**src/rtl/bootclk_pkg.sv**
```systemverilog
package bootclk_pkg;

  localparam int CTRL_ADDR  = 0;
  localparam int BIT_SW_EN  = 0;
  localparam int BIT_SW_SEL = 1;
  localparam int BIT_BOOT   = 2;
  localparam int BIT_EFF    = 3;

  typedef enum logic [1:0] {
    HO_RUN   = 2'd0,
    HO_DRAIN = 2'd1,
    HO_GAP   = 2'd2
  } handover_e;

  typedef struct packed {
    logic sw_en;
    logic sw_sel;
    logic boot_mode;
  } ctrl_t;

endpackage

```
**src/rtl/bootclk_regs.sv**
```systemverilog
module bootclk_regs
  import bootclk_pkg::*;
#(
  parameter int NUM_DIV = 4,
  parameter int DIV_W   = 8,
  parameter int ADDR_W  = 3,
  parameter int DATA_W  = 32
) (
  input  logic                            clk,
  input  logic                            cold_rst_n,
  input  logic                            warm_rst,
  input  logic                            warm_sets_boot,
  input  logic                            reg_wr,
  input  logic [ADDR_W-1:0]               reg_addr,
  input  logic [DATA_W-1:0]               reg_wdata,
  input  logic                            eff_sel,
  output ctrl_t                           ctrl,
  output logic [NUM_DIV-1:0][DIV_W-1:0]   div_val,
  output logic [DATA_W-1:0]               reg_rdata
);

  localparam logic [ADDR_W-1:0] CTRL_A = ADDR_W'(CTRL_ADDR);

  logic ctrl_hit;
  assign ctrl_hit = reg_wr && (reg_addr == CTRL_A);

  // control word; a warm set of the flag is applied last so it wins
  always_ff @(posedge clk or negedge cold_rst_n) begin
    if (!cold_rst_n) begin
      ctrl <= '{sw_en: 1'b0, sw_sel: 1'b0, boot_mode: 1'b1};
    end else begin
      if (ctrl_hit) begin
        ctrl.sw_en     <= reg_wdata[BIT_SW_EN];
        ctrl.sw_sel    <= reg_wdata[BIT_SW_SEL];
        ctrl.boot_mode <= reg_wdata[BIT_BOOT];
      end
      if (warm_rst && warm_sets_boot) begin
        ctrl.boot_mode <= 1'b1;
      end
    end
  end

  // one divisor register per divider, at consecutive addresses after control
  for (genvar gi = 0; gi < NUM_DIV; gi++) begin : g_div_reg
    localparam logic [ADDR_W-1:0] MY_A = ADDR_W'(gi + 1);
    always_ff @(posedge clk or negedge cold_rst_n) begin
      if (!cold_rst_n) begin
        div_val[gi] <= '0;
      end else if (reg_wr && (reg_addr == MY_A)) begin
        div_val[gi] <= reg_wdata[DIV_W-1:0];
      end
    end
  end

  always_comb begin
    reg_rdata = '0;
    if (reg_addr == CTRL_A) begin
      reg_rdata[BIT_SW_EN]  = ctrl.sw_en;
      reg_rdata[BIT_SW_SEL] = ctrl.sw_sel;
      reg_rdata[BIT_BOOT]   = ctrl.boot_mode;
      reg_rdata[BIT_EFF]    = eff_sel;
    end
    for (int i = 0; i < NUM_DIV; i++) begin
      if (reg_addr == ADDR_W'(i + 1)) begin
        reg_rdata[DIV_W-1:0] = div_val[i];
      end
    end
  end

  logic unused_wdata;
  assign unused_wdata = ^reg_wdata[DATA_W-1:DIV_W];

endmodule

```
**src/rtl/bootclk_src_switch.sv**
```systemverilog
module bootclk_src_switch
  import bootclk_pkg::*;
(
  input  logic       clk,
  input  logic       rst_n,
  input  logic       req_sel,
  input  logic [1:0] src_lvl,
  output logic [1:0] src_en,
  output logic       cur_sel
);

  handover_e state;

  // drop the old gate while its source is low, idle one cycle or more,
  // then open the new gate while the new source is low
  always_ff @(posedge clk or negedge rst_n) begin
    if (!rst_n) begin
      state   <= HO_RUN;
      src_en  <= 2'b01;
      cur_sel <= 1'b0;
    end else begin
      unique case (state)
        HO_RUN: begin
          if (req_sel != cur_sel) state <= HO_DRAIN;
        end
        HO_DRAIN: begin
          if (!src_lvl[cur_sel]) begin
            src_en[cur_sel] <= 1'b0;
            state           <= HO_GAP;
          end
        end
        HO_GAP: begin
          if (!src_lvl[req_sel]) begin
            src_en[req_sel] <= 1'b1;
            cur_sel         <= req_sel;
            state           <= HO_RUN;
          end
        end
        default: state <= HO_RUN;
      endcase
    end
  end

endmodule

```
**src/rtl/bootclk_divider.sv**
```systemverilog
module bootclk_divider #(
  parameter int DIV_W = 8
) (
  input  logic             clk,
  input  logic             rst_n,
  input  logic [DIV_W-1:0] target,
  output logic             rise,
  output logic             lvl
);

  logic [DIV_W-1:0] period;
  logic [DIV_W-1:0] cnt;
  logic [DIV_W:0]   high_len;
  logic             last;

  assign last     = (cnt == period - 1'b1);
  assign high_len = ({1'b0, period} + 1'b1) >> 1;
  assign rise     = (cnt == '0);
  assign lvl      = ({1'b0, cnt} < high_len);

  // the period is reloaded only as the current output period ends
  always_ff @(posedge clk or negedge rst_n) begin
    if (!rst_n) begin
      period <= DIV_W'(1);
      cnt    <= '0;
    end else if (last) begin
      cnt    <= '0;
      period <= target;
    end else begin
      cnt <= cnt + 1'b1;
    end
  end

endmodule

```
**src/rtl/bootclk_ctrl.sv**
```systemverilog
module bootclk_ctrl
  import bootclk_pkg::*;
#(
  parameter int NUM_DIV = 4,
  parameter int DIV_W   = 8,
  parameter int ADDR_W  = 3,
  parameter int DATA_W  = 32
) (
  input  logic               clk,
  input  logic               cold_rst_n,
  input  logic               warm_rst,
  input  logic               warm_sets_boot,
  input  logic               fuse_sel,
  input  logic               osc_clk,
  input  logic               intosc_clk,
  input  logic               reg_wr,
  input  logic [ADDR_W-1:0]  reg_addr,
  input  logic [DATA_W-1:0]  reg_wdata,
  output logic [DATA_W-1:0]  reg_rdata,
  output logic               boot_clk,
  output logic               boot_mode,
  output logic               eff_sel,
  output logic [NUM_DIV-1:0] div_rise,
  output logic [NUM_DIV-1:0] div_lvl
);

  ctrl_t                         ctrl;
  logic [NUM_DIV-1:0][DIV_W-1:0] div_val;
  logic [1:0]                    src_en;
  logic                          req_sel;

  bootclk_regs #(
    .NUM_DIV(NUM_DIV), .DIV_W(DIV_W), .ADDR_W(ADDR_W), .DATA_W(DATA_W)
  ) u_regs (
    .clk            (clk),
    .cold_rst_n     (cold_rst_n),
    .warm_rst       (warm_rst),
    .warm_sets_boot (warm_sets_boot),
    .reg_wr         (reg_wr),
    .reg_addr       (reg_addr),
    .reg_wdata      (reg_wdata),
    .eff_sel        (eff_sel),
    .ctrl           (ctrl),
    .div_val        (div_val),
    .reg_rdata      (reg_rdata)
  );

  assign req_sel = ctrl.sw_en ? ctrl.sw_sel : fuse_sel;

  bootclk_src_switch u_switch (
    .clk     (clk),
    .rst_n   (cold_rst_n),
    .req_sel (req_sel),
    .src_lvl ({intosc_clk, osc_clk}),
    .src_en  (src_en),
    .cur_sel (eff_sel)
  );

  assign boot_clk  = (osc_clk & src_en[0]) | (intosc_clk & src_en[1]);
  assign boot_mode = ctrl.boot_mode;

  for (genvar gi = 0; gi < NUM_DIV; gi++) begin : g_div
    logic [DIV_W-1:0] tgt;
    assign tgt = (ctrl.boot_mode || (div_val[gi] == '0)) ? DIV_W'(1) : div_val[gi];

    bootclk_divider #(.DIV_W(DIV_W)) u_div (
      .clk    (clk),
      .rst_n  (cold_rst_n),
      .target (tgt),
      .rise   (div_rise[gi]),
      .lvl    (div_lvl[gi])
    );
  end

endmodule

```
**config.mk**
```make
export PLATFORM = sky130hd
export DESIGN_NAME = bootclk_ctrl
export DESIGN_NICKNAME = d
export VERILOG_FILES = /design/src/rtl/bootclk_pkg.sv /design/src/rtl/bootclk_regs.sv /design/src/rtl/bootclk_src_switch.sv /design/src/rtl/bootclk_divider.sv /design/src/rtl/bootclk_ctrl.sv
export SDC_FILE = /design/constraint.sdc
export NUM_CORES = 1
export LEC_CHECK = 0
export ABC_AREA = 1
export ABC_CLOCK_PERIOD_IN_PS = 3900
export BUFFER_PORTS_ARGS = -buffer_cell sky130_fd_sc_hd__buf_2
export CORE_ASPECT_RATIO = 1.1
export CORE_MARGIN = 8
export CORE_UTILIZATION = 45
export CTS_CLUSTER_DIAMETER = 60
export DETAILED_ROUTE_END_ITERATION = 16
export GPL_TIMING_DRIVEN = 0
export PLACE_DENSITY = 0.7
export SLEW_MARGIN = 20
export SYNTH_ARGS = -nofsm -noshare
export SYNTH_HDL_FRONTEND = slang
export SYNTH_SLANG_ARGS = --single-unit
```
**constraint.sdc**
```tcl
create_clock -name clk -period 3.9 [get_ports clk]
set_clock_uncertainty 0.1 [all_clocks]
set_input_delay 0.975 -clock clk [delete_from_list [all_inputs] [get_ports clk]]
set_output_delay 0.975 -clock clk [all_outputs]
set_load 0.05 [all_outputs]
```
==> results.md, run 1 <==
### Worst setup path
* cell-by-cell trace of the critical path: inv_1, nor3_2, nand3_1, nand3b_1, xor2_1, ha_1, nand2_1, o21ai_0, a21oi_1, buf_4, buf_2
* total buffers and inverters traversed by the critical path: 3
* max incr delay on CP: 0.56 ns
* instance count on the critical path: 11
* critical path class: reg2out
* R2R depth: 10
* biggest fanout along the worst timing path: 6
* required time of the critical path: 2.82 ns
* CP max-delay cell: sky130_fd_sc_hd__dfstp_2
* capturing element type of the critical path: output pin
* CP delay by family, top: simple AND/OR/NAND/NOR gates
* CP arrival: 2.64 ns
* Critical Path Source Type: flip-flop

### Timing
* final setup violation count: 0
* final hold vios: 0
* count of pins over their slew limit: 0
* timing-limited maximum frequency: 0.269 GHz
* setup repair after global routing missed its margin: false
* slew at the pin closest to its max-slew limit: 0.586 ns
* final worst path period need: 3.72 ns
* worst slew slack as a fraction of its limit: 60.5%
* final sum of negative setup slack: 0 ns
* fin crit share: 95.3%
* Worst Setup Slack, final: 0.184 ns

### Cells and area
* fraction of layout cells with a size suffix above 1: 14.8%
* final core utilization: 51.3%
* area grow syn2layout: 12.4%
* final cell area excluding filler cells: 8700 µm²
* Filler Cells Inserted: 1649
* antenna diode count: 0
* number of nets in the layout: 1227
* commonest cells after routing, fill and taps aside: sky130_fd_sc_hd__nand2_1, sky130_fd_sc_hd__inv_1, sky130_fd_sc_hd__dfrtp_1, sky130_fd_sc_hd__nor2_1, sky130_fd_sc_hd__nand3_1
* most common cell after layout, fill and taps aside: sky130_fd_sc_hd__nand2_1

### Logic synthesis
* most used flip-flop cell after synthesis: sky130_fd_sc_hd__dfrtp_1
* share of synthesized flip-flops with an asynchronous set or reset: 100%
* Mean Syn Cell Area: 7.25 µm²
* count of mapped cells out of synthesis: 1068
* number of synthesized flops with an enable pin: 0
* synthesis-stage register bit count: 104
* Mapped Area: 7740 µm²
* total number of yosys warnings: 0
* unique cell type count in the Yosys netlist: 41
* sequential share of the synthesized area: 33.7%

### Global routing
* first-pass GRT wire length: 29400 µm
* number of antenna violations at the first check in global routing: 0
* vias in the first global route: 6269
* total routing usage reported by global routing: 16.2%
* largest net degree at the start of global routing: 66
* final global-route overflow total: 0

### Pwr
* Switching Share: 30.7%
* Power, Total: 2.73 mW
* sequential cell fraction of total power: 45.6%
* Static Leak: 4.66 nW
* power density cells: 314 nW/µm²
* peak supply drop: 0.000301 V
* switching power: 0.839 mW
* internal power: 1.89 mW
* clock share of power: 36.6%
* fraction of power consumed by combinational cells: 17.8%

### Place
* post-placement cell area: 8340 µm²
* HPWL Detailed: 13100 µm
* Port Buf Inserts: 37
* worst setup timing slack at the placement stage: 0.367 ns
* last weighted congestion value of the routability-driven placer: 0.902

### Route
* antenna-violating nets left: 0
* vias after detailed routing: 6606
* violation count after the first detailed-route iteration: 468
* number of remaining DRC errors: 0
* post-detailed-routing wire length: 17000 µm
* WL per Instance: 12.4 µm
* count of TritonRoute iterations in the first routing pass: 5
* via density per instance: 4.79

### CTS
* hold buffer count at cts: 0
* post-CTS setup repair buffer count: 0
* clock tree sinks: 104
* clock tree from TritonCTS: built
* insertion delay of the later-clocked pin in the worst-skew pair: 0.34 ns
* root buffer cell: sky130_fd_sc_hd__clkbuf_16
* count of H-tree levels built during CTS: 3
* CTS max path bufs: 2
* CTS buffer count: 9
* CTS clock-pin slew for the worst setup and hold paths: 0.07 ns

### Die
* count of standard-cell rows: 50
* Die W: 141 µm
* Die Footprint: 21700 µm²
* Die H: 154 µm
* I/O pin cnt: 86
* initial cell density of the core: 45.7%
* area of the core: 17000 µm²

### Hold path
* cell depth of the worst min-delay path: 2
* worst min-delay path category: reg2reg

### Outcome
* result of the run: finished clean

### Run
* max-capacitance violation count: 0

==> state kept, by name (all words and copies together) (netlist names) <==
name / cells
u_regs.ctrl: 3
u_regs.div_val: 32
g_div.u_div.cnt: 32
u_switch.cur_sel: 1
u_switch.state: 2
g_div.u_div.period: 32
u_switch.src_en: 2
==> final timing paths <==
check                                                     start                                   end  slack, ns
max                        g_div[1].u_div.period[0]$_DFFE_PN1N_                            div_lvl[1]       0.18
min                        g_div[1].u_div.period[0]$_DFFE_PN1N_  g_div[1].u_div.period[0]$_DFFE_PN1N_       0.39
max reg2reg                g_div[2].u_div.period[0]$_DFFE_PN1N_       g_div[2].u_div.cnt[5]$_DFF_PN0_       1.64
min reg2reg                g_div[1].u_div.period[0]$_DFFE_PN1N_  g_div[1].u_div.period[0]$_DFFE_PN1N_       0.39
max in group asynchronous                            cold_rst_n  g_div[2].u_div.period[0]$_DFFE_PN1N_       2.56
min in group asynchronous                            cold_rst_n       g_div[3].u_div.cnt[2]$_DFF_PN0_       0.44
==> power by group through the flow <==
stage	logic, mW	registers [mW]	clock network [mW]
3_3_place_gp	0.475	1.26	0
6_report	0.486	1.24	1.00
5_1_grt	0.550	1.26	1.06
2_1_floorplan	0.343	1.26	0
3_5_place_dp	0.486	1.26	0
4_1_cts	0.488	1.24	1.03
==> through the flow <==
| stage | hold WS, ns | instances |
|---|---|---|
| 6_report | 0.386 | 1379 |
| 5_1_grt | 0.419 | 1379 |
| 4_1_cts | 0.391 | 1379 |
| 3_5_place_dp | 0.373 | 1363 |
| 3_3_place_gp | 0.368 | 1362 |
| 2_1_floorplan | 0.353 | 1091 |
==> what timing repair did <==
action,CTS,global route
endpoints found under the hold margin,0,0
endpoints found under the setup margin,2,3
gates resized for setup,2,5
pin swaps,0,1
==> cell families after synthesis <==
logic type      count (synthesis)  synth area share (%)
simple gates                  520                  30.5
buf+inv                       225                  13.4
compound gates                114                  8.42
flops                         104                  33.7
xor+xnor                       60                  6.79
fa+ha+maj                      44                  7.11
other cells                     1                0.0484
==> final cells by class <==
type                            instances  area (µm²)  share of cell area, %
Clock inverter                          6        91.3                   1.05
Sequential cell                       104        2610                   30.0
Tap cell                              234         293                   3.36
Buffer                                 56         400                   4.60
Clock buffer                           10         239                   2.75
Timing Repair Buffer                   38         224                   2.57
Multi-Input combinational cell        762        4210                   48.4
Inverter                              169         637                   7.32
==> Yosys cell counts, types with 2 or more instances <==
cell                          n  area share, %
sky130_fd_sc_hd__a21boi_0     4           0.39
sky130_fd_sc_hd__a21oi_1     21            1.4
sky130_fd_sc_hd__buf_2        7           0.45
sky130_fd_sc_hd__buf_4       34            3.3
sky130_fd_sc_hd__buf_6        7            1.0
sky130_fd_sc_hd__clkbuf_1     7           0.34
sky130_fd_sc_hd__dfrtp_1     98             32
sky130_fd_sc_hd__dfstp_2      6            2.0
sky130_fd_sc_hd__ha_1        44            7.1
sky130_fd_sc_hd__inv_1      161            7.8
sky130_fd_sc_hd__inv_2        7           0.34
sky130_fd_sc_hd__nand2_1    280             14
sky130_fd_sc_hd__nand2_2      3           0.24
sky130_fd_sc_hd__nand3_1     66            4.3
sky130_fd_sc_hd__nand3_2      5           0.65
sky130_fd_sc_hd__nand3_4      3           0.68
sky130_fd_sc_hd__nand3b_1     5           0.48
sky130_fd_sc_hd__nand4_1     29            2.3
sky130_fd_sc_hd__nor2_1      84            4.1
sky130_fd_sc_hd__nor2_2      17            1.4
sky130_fd_sc_hd__nor2_4       9            1.3
sky130_fd_sc_hd__nor3_1      12           0.78
sky130_fd_sc_hd__nor4_1       3           0.24
sky130_fd_sc_hd__o2111ai_1    2           0.23
sky130_fd_sc_hd__o211ai_1     8           0.78
sky130_fd_sc_hd__o21ai_0     58            3.7
sky130_fd_sc_hd__o21ai_1      5           0.32
sky130_fd_sc_hd__o21ai_2      7           0.79
sky130_fd_sc_hd__o22ai_1      5           0.40
sky130_fd_sc_hd__or2_2        2           0.16
sky130_fd_sc_hd__xnor2_1     18            2.0
sky130_fd_sc_hd__xor2_1      42            4.7
==> routing by layer <==
metal,vias up,track usage (%),share of wire (%)
met3,25,2.35,4.3
li1,3451,-,-
met1,2995,21.6,48
met5,-,0,0
met2,135,26.3,46
met4,0,5.48,1.7
==> worst register-to-register path, stage by stage (launching register included) <==
cell	delay, ns
sky130_fd_sc_hd__dfstp_2	0.57
sky130_fd_sc_hd__inv_1	0.09
sky130_fd_sc_hd__ha_1	0.34
sky130_fd_sc_hd__inv_1	0.06
sky130_fd_sc_hd__nand2_1	0.04
sky130_fd_sc_hd__a21oi_1	0.19
sky130_fd_sc_hd__nand3_1	0.14
sky130_fd_sc_hd__nor2_4	0.23
sky130_fd_sc_hd__nand3_4	0.18
sky130_fd_sc_hd__inv_4	0.17
sky130_fd_sc_hd__nor2_2	0.05
No activity file was read; power rests on OpenSTA's default activity.
==> run 2: changes to the inputs <==
--- a/config.mk
+++ b/config.mk
@@ -10,11 +10,11 @@
 export BUFFER_PORTS_ARGS = -buffer_cell sky130_fd_sc_hd__buf_2
 export CORE_ASPECT_RATIO = 1.1
 export CORE_MARGIN = 8
-export CORE_UTILIZATION = 45
+export CORE_UTILIZATION = 51
 export CTS_CLUSTER_DIAMETER = 60
 export DETAILED_ROUTE_END_ITERATION = 16
 export GPL_TIMING_DRIVEN = 0
-export PLACE_DENSITY = 0.7
+export PLACE_DENSITY = 0.77
 export SLEW_MARGIN = 20
 export SYNTH_ARGS = -nofsm -noshare
 export SYNTH_HDL_FRONTEND = slang
==> run 2 against run 1 <==
Net effect:
- register-to-register slack barely moved
- die area fell by 11%
- clock-buffer cell count rose by 1
- sequential power barely moved
- routed wire length fell by 1.1%
- sequential share of layout area rose by 0.30 points
- first-iteration DRC count fell by 23%
- power fell by 3.9%
- utilization rose by 6.4 points
- non-clock buffer count did not move
- combinational power rose by 0.8%
- via count rose by 0.82%
- critical endpoint unchanged
- largest cell class unchanged
- largest power group unchanged
- highest routed layer unchanged
==> results.md, run 2 (synthesized netlist as in run 1, its figures left out) <==
### Place
* placed cell count: 1325
* HPWL Detailed: 12900 µm
* Port Buf Inserts: 37
* worst setup timing slack at the placement stage: 0.409 ns
* last weighted congestion value of the routability-driven placer: 0.882

### Die
* area of the core: 14900 µm²
* I/O pin cnt: 86
* Die Footprint: 19400 µm²
* initial cell density of the core: 51.9%
* count of standard-cell rows: 47
* Die H: 145 µm
* Die W: 133 µm

### Global routing
* first-pass GRT wire length: 29100 µm
* largest net degree at the start of global routing: 62
* vias in the first global route: 6358
* total routing usage reported by global routing: 17.7%
* final global-route overflow total: 0
* number of antenna violations at the first check in global routing: 0

### Timing
* slew at the pin closest to its max-slew limit: 0.620 ns
* Worst Setup Slack, final: 0.173 ns
* final hold vios: 0
* final worst path period need: 3.73 ns
* fin crit share: 95.6%
* count of pins over their slew limit: 0
* final sum of negative setup slack: 0 ns
* timing-limited maximum frequency: 0.268 GHz
* setup repair after global routing missed its margin: true
* worst slew slack as a fraction of its limit: 58.2%
* final setup violation count: 0
* tightest hold margin: 0.384 ns

### Route
* count of TritonRoute iterations in the first routing pass: 6
* via density per instance: 4.97
* antenna-violating nets left: 0
* WL per Instance: 12.6 µm
* vias after detailed routing: 6660
* number of remaining DRC errors: 0
* post-detailed-routing wire length: 16900 µm
* violation count after the first detailed-route iteration: 359

### CTS
* root buffer cell: sky130_fd_sc_hd__clkbuf_16
* clock tree from TritonCTS: built
* post-cts repair resize count: 0
* insertion delay of the later-clocked pin in the worst-skew pair: 0.34 ns
* post-CTS setup repair buffer count: 0
* CTS buffer count: 9
* count of H-tree levels built during CTS: 3
* hold buffer count at cts: 0
* CTS max path bufs: 2
* clock tree sinks: 104
* CTS clock-pin slew for the worst setup and hold paths: 0.07 ns

### Outcome
* result of the run: finished clean

### Cells and area
* fraction of layout cells with a size suffix above 1: 14.6%
* area grow syn2layout: 11.3%
* antenna diode count: 0
* number of nets in the layout: 1227
* final core utilization: 57.7%
* filler-free cell count of the finished design: 1341
* biggest registers after layout: g_div.u_div.cnt (32), g_div.u_div.period (32), u_regs.div_val (32)
* most common cell after layout, fill and taps aside: sky130_fd_sc_hd__nand2_1
* commonest cells after routing, fill and taps aside: sky130_fd_sc_hd__nand2_1, sky130_fd_sc_hd__inv_1, sky130_fd_sc_hd__dfrtp_1, sky130_fd_sc_hd__nor2_1, sky130_fd_sc_hd__nand3_1

### Worst setup path
* cell-by-cell trace of the critical path: inv_1, nor3_2, nand3_1, nand3b_1, xor2_1, ha_1, nand2_1, o21ai_0, a21oi_1, buf_4, buf_2
* R2R depth: 10
* biggest fanout along the worst timing path: 6
* capturing element type of the critical path: output pin
* CP arrival: 2.65 ns
* Critical Path Source Type: flip-flop
* max incr delay on CP: 0.56 ns
* critical path class: reg2out
* CP max-delay cell: sky130_fd_sc_hd__dfstp_2
* required time of the critical path: 2.82 ns

### Pwr
* power density cells: 304 nW/µm²
* peak supply drop: 0.000417 V
* Static Leak: 4.64 nW

### Hold path
* worst min-delay path category: reg2reg
* cell depth of the worst min-delay path: 2

### Run
* max-capacitance violation count: 0

[run 2: cell count changes in the layout (fill, tap and decap cells not counted), sizes merged]
cell,previous run,this run
clkbuf,20,22
clkinv,3,4
inv,170,169
buf,84,83
bufinv,2,1
[run 2: worst max-delay path, delay by kind of cell (launching register included)]
kind / cells / cell delay (ns)
simple gates: 4 / 0.65
flops: 1 / 0.56
buf+inv: 3 / 0.48
fa+ha+maj: 1 / 0.27
compound gates: 2 / 0.20
xor+xnor: 1 / 0.16
[run 2: final timing paths]
path	startpoint	to	slack (ns)
max in group asynchronous	cold_rst_n	g_div[2].u_div.period[0]$_DFFE_PN1N_	2.57
hold reg to reg	g_div[0].u_div.period[0]$_DFFE_PN1N_	g_div[0].u_div.period[0]$_DFFE_PN1N_	0.38
min in group asynchronous	cold_rst_n	g_div[3].u_div.cnt[5]$_DFF_PN0_	0.45
setup reg to reg	g_div[2].u_div.period[0]$_DFFE_PN1N_	g_div[2].u_div.cnt[4]$_DFF_PN0_	1.63
setup / recovery	g_div[1].u_div.period[0]$_DFFE_PN1N_	div_lvl[1]	0.17
hold / removal	g_div[0].u_div.period[0]$_DFFE_PN1N_	g_div[0].u_div.period[0]$_DFFE_PN1N_	0.38
[run 2: power breakdown]
| part | internal (mW) | switching [mW] |
|---|---|---|
| Clock | 0.499 | 0.390 |
| Sequential | 1.17 | 0.0715 |
| Combinational | 0.135 | 0.355 |
[run 2: per-layer routing]
layer  part of all wire, %  up-vias  global-route usage (%)
li1                      -     3457                       -
met1                    47     3003                    23.7
met2                    47      176                    29.1
met3                   4.3       24                    2.45
met4                   1.5        0                    5.17
met5                     0        -                       0
[run 2: cell type report]
type / instances / area, µm²
fill: 1382 / 6320
multi-input combinational: 762 / 4210
sequential: 104 / 2610
inverter: 169 / 637
buffer: 56 / 400
tap: 196 / 245
clock buffer: 11 / 233
timing repair buffer: 38 / 226
clock inverter: 5 / 57.6
[run 2: metrics by stage]
step,area (µm²),power [mW]
after floorplan,7830,1.60
after global placement,8260,1.73
after detailed placement,8300,1.75
after CTS,8590,2.64
after global routing,8620,2.76
final,8620,2.62
==> run 3: changes to the inputs <==
--- a/config.mk
+++ b/config.mk
@@ -14,7 +14,7 @@
 export CTS_CLUSTER_DIAMETER = 60
 export DETAILED_ROUTE_END_ITERATION = 16
 export GPL_TIMING_DRIVEN = 0
-export PLACE_DENSITY = 0.77
+export PLACE_DENSITY_LB_ADDON = 0.1
 export SLEW_MARGIN = 20
 export SYNTH_ARGS = -nofsm -noshare
 export SYNTH_HDL_FRONTEND = slang
==> run 3 against run 2 <==
Net effect:
- critical path depth is the same
- power up 1.8%
- combinational power about the same
- non-clock buffer count stayed put
- sequential power about the same
- cell count unchanged
- first-iteration DRC count is 4.2% higher
- register-to-register slack gained 0.02 ns
- clock power up 5.2%
- global-route usage increased by 0.73 points
- critical endpoint is now div_lvl[2]
==> results.md, run 3 (synthesized netlist as in run 1, its figures left out) <==
### Outcome
* result of the run: finished clean

### Timing
* final sum of negative setup slack: 0 ns
* timing-limited maximum frequency: 0.270 GHz
* worst slew slack as a fraction of its limit: 58.8%
* final hold vios: 0
* setup repair after global routing missed its margin: false
* Worst Setup Slack, final: 0.197 ns
* slew at the pin closest to its max-slew limit: 0.612 ns
* count of pins over their slew limit: 0
* fin crit share: 95.0%
* final worst path period need: 3.70 ns
* final setup violation count: 0

### CTS
* count of H-tree levels built during CTS: 3
* clock tree sinks: 104
* hold buffer count at cts: 0
* CTS buffer count: 9
* post-CTS setup repair buffer count: 0
* CTS clock-pin slew for the worst setup and hold paths: 0.07 ns
* CTS max path bufs: 2
* insertion delay of the later-clocked pin in the worst-skew pair: 0.36 ns
* root buffer cell: sky130_fd_sc_hd__clkbuf_16
* clock tree from TritonCTS: built

### Cells and area
* number of nets in the layout: 1227
* Reg area: 2610 µm²
* total area of multi-input combinational cells: 4220 µm²
* area grow syn2layout: 11.7%
* most common cell after layout, fill and taps aside: sky130_fd_sc_hd__nand2_1
* final cell area excluding filler cells: 8650 µm²
* commonest cells after routing, fill and taps aside: sky130_fd_sc_hd__nand2_1, sky130_fd_sc_hd__inv_1, sky130_fd_sc_hd__dfrtp_1, sky130_fd_sc_hd__nor2_1, sky130_fd_sc_hd__nand3_1
* fraction of layout cells with a size suffix above 1: 14.8%
* Filler Cells Inserted: 1476
* final core utilization: 57.9%
* biggest registers after layout: g_div.u_div.cnt (32), g_div.u_div.period (32), u_regs.div_val (32)
* antenna diode count: 0

### Die
* Die W: 133 µm
* initial cell density of the core: 51.9%
* I/O pin cnt: 86
* count of standard-cell rows: 47
* Die H: 145 µm
* Die Footprint: 19400 µm²
* area of the core: 14900 µm²

### Place
* HPWL Detailed: 13400 µm
* post-placement cell area: 8300 µm²
* worst setup timing slack at the placement stage: 0.415 ns
* last weighted congestion value of the routability-driven placer: 0.850
* Port Buf Inserts: 37

### Worst setup path
* CP max-delay cell: sky130_fd_sc_hd__dfstp_2
* worst reg2reg path endpoint: g_div[1].u_div.cnt[6]$_DFF_PN0_
* RR Startpoint: g_div[1].u_div.period[0]$_DFFE_PN1N_
* max incr delay on CP: 0.57 ns
* critical path class: reg2out
* cell-by-cell trace of the critical path: ha_1, nand3_1, nor2_2, nand2_1, xor2_1, ha_1, a21oi_1, o21ai_0, a21oi_2, buf_4, buf_4
* capturing element type of the critical path: output pin
* Critical Path Source Type: flip-flop
* biggest fanout along the worst timing path: 5
* required time of the critical path: 2.82 ns
* CP arrival: 2.63 ns
* R2R depth: 12
* R2R Setup Slk: 1.65 ns

### Route
* count of TritonRoute iterations in the first routing pass: 5
* number of remaining DRC errors: 0
* violation count after the first detailed-route iteration: 374
* antenna-violating nets left: 0
* vias after detailed routing: 6594
* post-detailed-routing wire length: 17400 µm
* via density per instance: 4.92
* WL per Instance: 13.0 µm

### Hold path
* startpoint of the most critical hold path: u_regs.div_val[14]$_DFFE_PN0P_
* cell depth of the worst min-delay path: 2
* worst min-delay path category: reg2reg
* worst hold endpoint: u_regs.div_val[14]$_DFFE_PN0P_

### Global routing
* largest net degree at the start of global routing: 61
* first-pass GRT wire length: 29700 µm
* number of antenna violations at the first check in global routing: 0
* total routing usage reported by global routing: 18.5%
* final global-route overflow total: 0
* vias in the first global route: 6327

### Run
* max-capacitance violation count: 0

### Pwr
* peak supply drop: 0.000314 V
* Power, Total: 2.67 mW
* power density cells: 309 nW/µm²
* Static Leak: 4.67 nW

## run 3: cell type report
| class | instances | share of cell area, % |
|---|---|---|
| Clock buffer | 13 | 3.01 |
| Multi-Input combinational cell | 762 | 48.8 |
| Inverter | 169 | 7.36 |
| Timing Repair Buffer | 38 | 2.69 |
| Clock inverter | 3 | 0.463 |
| Buffer | 56 | 4.63 |
| Sequential cell | 104 | 30.2 |
| Tap cell | 196 | 2.84 |
## run 3: timing repair
action,4_1_cts,5_1_grt
endpoints found under the setup margin,1,4
gates resized for setup,1,15
cloned,0,0
pin swaps,0,1
## run 3: report_power, final
group	internal (mW)	switching [mW]
registers	1.17	0.0699
logic	0.135	0.357
clock network	0.532	0.404
## run 3: worst max-delay path: cells and delay by family, from the launching register on
| family | cells | cell delay [ns] |
|---|---|---|
| AOI/OAI and AO/OA | 3 | 0.42 |
| xor gates and xnor gates | 1 | 0.14 |
| and+or+nand+nor | 3 | 0.35 |
| DFF | 1 | 0.57 |
| buffers and inverters | 2 | 0.31 |
| adders and majority gates | 2 | 0.48 |
## run 3: how the worst max path moves through the flow
stage	from	end	slack (ns)
after global placement	g_div[0].u_div.period[0]$_DFFE_PN1N_	div_lvl[0]	0.42
after floorplan	reg_addr[0]	reg_rdata[6]	0.53
after CTS	g_div[0].u_div.period[0]$_DFFE_PN1N_	div_lvl[0]	0.006
final	g_div[2].u_div.period[0]$_DFFE_PN1N_	div_lvl[2]	0.20
after global routing	g_div[2].u_div.period[0]$_DFFE_PN1N_	div_lvl[2]	0.007
after detailed placement	g_div[0].u_div.period[0]$_DFFE_PN1N_	div_lvl[0]	0.42
## run 3: through the flow
| stage | hold WS, ns | cells |
|---|---|---|
| 2_1_floorplan | 0.353 | 1091 |
| 3_3_place_gp | 0.368 | 1324 |
| 3_5_place_dp | 0.373 | 1325 |
| 4_1_cts | 0.390 | 1341 |
| 5_1_grt | 0.405 | 1341 |
| 6_report | 0.386 | 1341 |
## run 3: per-layer routing
layer,routed length (µm),global-route usage (%)
met5,0,0
met4,310,6.35
met3,615,2.62
met2,7980,30.0
met1,8500,24.5
